<file path="src/rtl/shadow_attr_pkg.sv">
package shadow_attr_pkg;

    // Nibble bit positions of the per-region control field
    localparam int NIB_RD = 0;
    localparam int NIB_WR = 1;

    typedef struct packed {
        logic wr;
        logic rd;
    } region_ctl_t;

    // Byte (relative to the attribute base) holding a region's field
    function automatic int byte_offset(input int region);
        return (region + 1) / 2;
    endfunction

    // Odd regions sit in the low nibble, even regions in the high nibble
    function automatic int nibble_shift(input int region);
        return (region % 2 == 1) ? 0 : 4;
    endfunction

endpackage

</file>
<file path="src/rtl/shadow_region_field.sv">
module shadow_region_field
    import shadow_attr_pkg::*;
#(
    parameter int ADDR_W    = 8,
    parameter int ATTR_BASE = 'h59,
    parameter int REGION    = 0
) (
    input  logic              we,
    input  logic [ADDR_W-1:0] addr,
    input  logic [7:0]        wdata,
    input  region_ctl_t       cur,
    output region_ctl_t       nxt
);
    localparam logic [ADDR_W-1:0] MY_ADDR = ADDR_W'(ATTR_BASE + byte_offset(REGION));
    localparam int SHIFT = nibble_shift(REGION);

    logic hit;

    always_comb begin
        hit = we && (addr == MY_ADDR);
        nxt = cur;
        if (hit) begin
            nxt.rd = wdata[SHIFT + NIB_RD];
            nxt.wr = wdata[SHIFT + NIB_WR];
        end
    end
endmodule

</file>
<file path="src/rtl/shadow_smram_ctl.sv">
module shadow_smram_ctl #(
    parameter int ADDR_W     = 8,
    parameter int SMRAM_ADDR = 'h72,
    parameter int EN_BIT     = 3,
    parameter int OPEN_BIT   = 6
) (
    input  logic              we,
    input  logic [ADDR_W-1:0] addr,
    input  logic [7:0]        wdata,
    input  logic              cur_gate,
    input  logic              cur_open,
    output logic              nxt_gate,
    output logic              nxt_open
);
    localparam logic [ADDR_W-1:0] MY_ADDR = ADDR_W'(SMRAM_ADDR);

    always_comb begin
        nxt_gate = cur_gate;
        nxt_open = cur_open;
        if (we && (addr == MY_ADDR)) begin
            nxt_gate = wdata[EN_BIT];
            nxt_open = wdata[OPEN_BIT];
        end
    end
endmodule

</file>
<file path="src/rtl/shadow_smram_gate.sv">
module shadow_smram_gate (
    input  logic gate_bit,
    input  logic open_bit,
    input  logic smm,
    output logic win
);
    always_comb begin
        win = (smm && gate_bit) || open_bit;
    end
endmodule

</file>
<file path="src/rtl/shadow_attr_decoder.sv">
module shadow_attr_decoder
    import shadow_attr_pkg::*;
#(
    parameter int          ADDR_W         = 8,
    parameter int          NUM_REGIONS    = 13,
    parameter int          ATTR_BASE      = 'h59,
    parameter int          SMRAM_ADDR     = 'h72,
    parameter logic [7:0]  SMRAM_RESET    = 8'h02,
    parameter int          SMRAM_EN_BIT   = 3,
    parameter int          SMRAM_OPEN_BIT = 6
) (
    input  logic                   clk,
    input  logic                   rst_n,
    input  logic                   cfg_we,
    input  logic [ADDR_W-1:0]      cfg_addr,
    input  logic [7:0]             cfg_wdata,
    input  logic                   smm_active,
    output logic [NUM_REGIONS-1:0] region_rd_en,
    output logic [NUM_REGIONS-1:0] region_wr_en,
    output logic                   smram_win_en
);
    typedef struct packed {
        region_ctl_t [NUM_REGIONS-1:0] rgn;
        logic                          sm_gate;
        logic                          sm_open;
        logic                          win;
    } state_t;

    localparam logic RST_GATE = SMRAM_RESET[SMRAM_EN_BIT];
    localparam logic RST_OPEN = SMRAM_RESET[SMRAM_OPEN_BIT];

    state_t st_d, st_q;

    region_ctl_t [NUM_REGIONS-1:0] rgn_nxt;
    logic                          gate_nxt, open_nxt, win_nxt;
    logic                          smram_gate_q, smram_open_q;
    logic                          unused_wdata;

    // Per-region field capture
    for (genvar i = 0; i < NUM_REGIONS; i++) begin : g_rgn
        shadow_region_field #(
            .ADDR_W    (ADDR_W),
            .ATTR_BASE (ATTR_BASE),
            .REGION    (i)
        ) u_fld (
            .we    (cfg_we),
            .addr  (cfg_addr),
            .wdata (cfg_wdata),
            .cur   (st_q.rgn[i]),
            .nxt   (rgn_nxt[i])
        );
    end

    shadow_smram_ctl #(
        .ADDR_W     (ADDR_W),
        .SMRAM_ADDR (SMRAM_ADDR),
        .EN_BIT     (SMRAM_EN_BIT),
        .OPEN_BIT   (SMRAM_OPEN_BIT)
    ) u_smctl (
        .we       (cfg_we),
        .addr     (cfg_addr),
        .wdata    (cfg_wdata),
        .cur_gate (st_q.sm_gate),
        .cur_open (st_q.sm_open),
        .nxt_gate (gate_nxt),
        .nxt_open (open_nxt)
    );

    // Window evaluated from the next control bits, so a write shows at once
    shadow_smram_gate u_gate (
        .gate_bit (gate_nxt),
        .open_bit (open_nxt),
        .smm      (smm_active),
        .win      (win_nxt)
    );

    always_comb begin
        st_d         = st_q;
        st_d.rgn     = rgn_nxt;
        st_d.sm_gate = gate_nxt;
        st_d.sm_open = open_nxt;
        st_d.win     = win_nxt;
    end

    always_ff @(posedge clk) begin
        if (!rst_n) begin
            st_q         <= '0;
            st_q.sm_gate <= RST_GATE;
            st_q.sm_open <= RST_OPEN;
            st_q.win     <= 1'b0;
        end else begin
            st_q <= st_d;
        end
    end

    always_comb begin
        for (int i = 0; i < NUM_REGIONS; i++) begin
            region_rd_en[i] = st_q.rgn[i].rd;
            region_wr_en[i] = st_q.rgn[i].wr;
        end
        smram_win_en = st_q.win;
        smram_gate_q = st_q.sm_gate;
        smram_open_q = st_q.sm_open;
        unused_wdata = ^cfg_wdata;
    end
endmodule

</file>
<file path="config.mk">
export PLATFORM = sky130hd
export DESIGN_NAME = shadow_attr_decoder
export DESIGN_NICKNAME = d
export VERILOG_FILES = /design/src/rtl/shadow_attr_pkg.sv /design/src/rtl/shadow_region_field.sv /design/src/rtl/shadow_smram_ctl.sv /design/src/rtl/shadow_smram_gate.sv /design/src/rtl/shadow_attr_decoder.sv
export SDC_FILE = /design/constraint.sdc
export NUM_CORES = 1
export LEC_CHECK = 0
export CORE_AREA = 2 2 63 65
export DETAILED_ROUTE_END_ITERATION = 6
export DIE_AREA = 0 0 65 67
export DONT_BUFFER_PORTS = 1
export PLACE_DENSITY_LB_ADDON = 0.15
export SLEW_MARGIN = 20
export SYNTH_ARGS = -nofsm -noshare
export SYNTH_HDL_FRONTEND = slang
export SYNTH_SLANG_ARGS = --single-unit
</file>
<file path="constraint.sdc">
create_clock -name clk -period 1.1 [get_ports clk]
set_input_delay 0.055 -clock clk [delete_from_list [all_inputs] [get_ports clk]]
set_output_delay 0.055 -clock clk [all_outputs]
set_load 0.02 [all_outputs]
</file>
==> key figures <==
Finish
  – Final std cells w/o fill: 194
  – NumNets Final: 165
  – Layout cells sized above 1: 24.66%
  – Fillers: 352
  – Register area: 580.6 um^2
  – Diode count: 0
  – Area Growth Syn to Fin: 24.01%
  – Area occupied by multi-input gates: 621.8 um^2

Floorplan
  – # IOs: 47
  – Site Rows: 22
  – Total die area: 0.004355 mm^2
  – Core Region: 0.003606 mm^2
  – Starting Density: 34.11%
  – Die height: 67 um
  – Chip width: 65 um

Clock network
  – CTS tree: done
  – Hold-fix buffers at CTS: 1
  – CTS root buf: clkbuf_8
  – Clock Pin Slew Worst Setup and Hold Paths: 60 ps
  – Htree depth: 2
  – Setup bufs post-CTS: 0
  – Clock Tree Buf Depth: 2
  – Inserted Clock Buffers: 5
  – Worst-Skew Late Latency: 270 ps
  – Post-CTS sizing: 0
  – Sink Count: 29

Logic synthesis
  – EDFF count, synth: 0
  – Syn_area_per_cell: 10.25 um^2
  – Cells after Synth: 120
  – #FFs+latches synth: 29
  – Synthesis Warnings: 0
  – Ys flop type: dfxtp_1
  – Main area contributors after synthesis: dfxtp_1 47%, mux2i_1 23%, nand2_1 10%, nor4_4 3.5%, nor3b_2 2.0%
  – Register area share after synthesis: between 40% and 50%
  – Mapped Area: 0.001230 mm^2
  – Top-count cell post-synth: nand2_1
  – Most frequent cells after synthesis: 34 x nand2_1, 29 x dfxtp_1, 28 x mux2i_1
  – Syn Nets: 140
  – Synth area leader: dfxtp_1
  – Area share of the largest cell type after synthesis: 47.20%
  – Distinct cells, synth: 22
  – FFs w/ async S/R, synth: 0%

STA
  – Setup TNS: 0 ps
  – Period utilization: 75.25%
  – Fin Hold WS: -73.12 ps
  – Fmax: 1.208 GHz
  – Fin Clk Skew: a little under 0.6 ps
  – Slew Limit Fails: 0
  – Slew HR: between 70% and 80%
  – Final Hold Vio Count: 28
  – Final setup fails: 0
  – Fin crit period: 827.8 ps
  – Worst setup margin: between 200 and 300 ps
  – Tightest Pin Transition: roughly 420 ps
  – RSZ-0062 raised after global routing: no

Routing
  – Vias: 921
  – DR WL/cell: 13.65 um
  – Routed wire length: around 2600 um
  – Post-DR vias/cell: about 4.7
  – Detail Route Antenna Nets: 0
  – DRC errors left: 0
  – DR pass1 iterations: 3
  – Initial DRC Count: 21

Critical path
  – Largest stage delay, worst path: between 300 and 400 ps
  – Worst Path Arrival: 990 ps
  – Critical path origin: smram_gate_q$_SDFF_PN0_
  – Worst Reg-to-Reg Cells: 3
  – Worst EP required: 1260 ps
  – Cell Chain, Critical Path: a21oi_1, nor2_1, mux2_2
  – Worst-path fanout max: 2
  – Worst R2R End: smram_win_en$_SDFF_PN0_
  – Worst setup path category: register to register
  – CP max stage cell: dfxtp_1
  – CP endpoint: smram_win_en$_SDFF_PN0_
  – Reg2reg start: smram_gate_q$_SDFF_PN0_
  – CP startpoint kind: register
  – R2r setup slk: ~270 ps
  – Crit end category: register

Placement
  – IO buf count: 0
  – Post-DP HPWL: 1936 um
  – Routability congestion estimate: 0.7006
  – Placed insts: between 150 and 200
  – Post-Place Worst Slack: ~20 ps

Global route
  – GRT Total Usage: 13.57%
  – Vias in the first global route: 898
  – Initial antenna violation count: 0
  – First-pass GRT wire length: 4284 um
  – Largest net degree at the start of global routing: 36
  – Grt ovf: 0

Min path
  – Worst Hold Class: input port to register
  – Hold depth: 2

Power
  – Cell Pwr Density: 1258 mW/mm^2
  – Design Power: 1.919 mW
  – Leak: 0.6545 nW
  – Peak supply drop: about 0.00055 V

Outcome
  – Failing checks: negative hold slack
  – Status: complete, but fails checks

Run
  – Maxcap violations: 0
## worst min-delay path by stage
stage	from	slack, ps	to
after floorplan	cfg_wdata[3]	200	smram_gate_q$_SDFF_PN0_
after global placement	cfg_wdata[6]	200	smram_open_q$_SDFF_PN0_
after detailed placement	rst_n	210	region_wr_en[9]$_SDFFE_PN0P_
after CTS	rst_n	-80	smram_gate_q$_SDFF_PN0_
after global routing	rst_n	-80	region_wr_en[12]$_SDFFE_PN0P_
final	rst_n	-70	smram_gate_q$_SDFF_PN0_
## final cells by class
cell class                 instances  area share (%)
clock buffer                       8           5.250
inverter                           2          0.4922
multi-input combinational         84           40.77
sequential                        29           38.06
tap                               48           3.938
timing repair buffer              23           11.48
## power breakdown
group	internal, mW	total [mW]	switching, mW
clock	0.448	0.795	0.348
sequential	1.05	1.05	0.00127
combinational	0.0285	0.0703	0.0419
total	1.53	1.92	0.391
## state kept, by name, indices dropped and copies added (netlist names)
signal	cells
region_rd_en	13
region_wr_en	13
smram_gate_q	1
smram_open_q	1
smram_win_en	1
## layer usage
metal	global-route usage [%]	up-vias	wire length, um
li1	-	456	-
met1	15.36	434	1159
met2	22.81	29	1280
met3	4.730	2	180
met4	6.383	0	27
met5	0	-	0
## metrics by stage
step | area (um^2) | util, %
6_report | 1525 | 42.30
5_1_grt | 1525 | 42.30
4_1_cts | 1525 | 42.30
3_5_place_dp | 1435 | 39.80
3_3_place_gp | 1435 | 39.80
2_1_floorplan | 1230 | -
## cells by family after synthesis
group                  synth area share (%)
multiplexers                          23.70
buffers and inverters                 2.238
AND/OR/NAND/NOR                       26.04
AO/OA/AOI/OAI                        0.8139
flip-flops                            47.20
## layout by cell type (no fill, tap or decap), types with 2 or more instances in the layout
cell type and instances:
clkbuf_1 3, buf_4 22, nor3b_2 2, clkbuf_8 5
dfxtp_1 29, and3b_1 2, nor2_1 3, inv_1 2
mux2i_1 28, nand2_1 34, a21oi_1 2, nor4_4 2
## critical path, delay by kind of cell, from the launching register on
family / cells / cell delay (ps)
flip-flops: 1 / 310
multiplexers: 1 / 240
AO/OA/AOI/OAI: 1 / 120
AND/OR/NAND/NOR: 1 / 50
No activity file was read; power rests on OpenSTA's default activity.
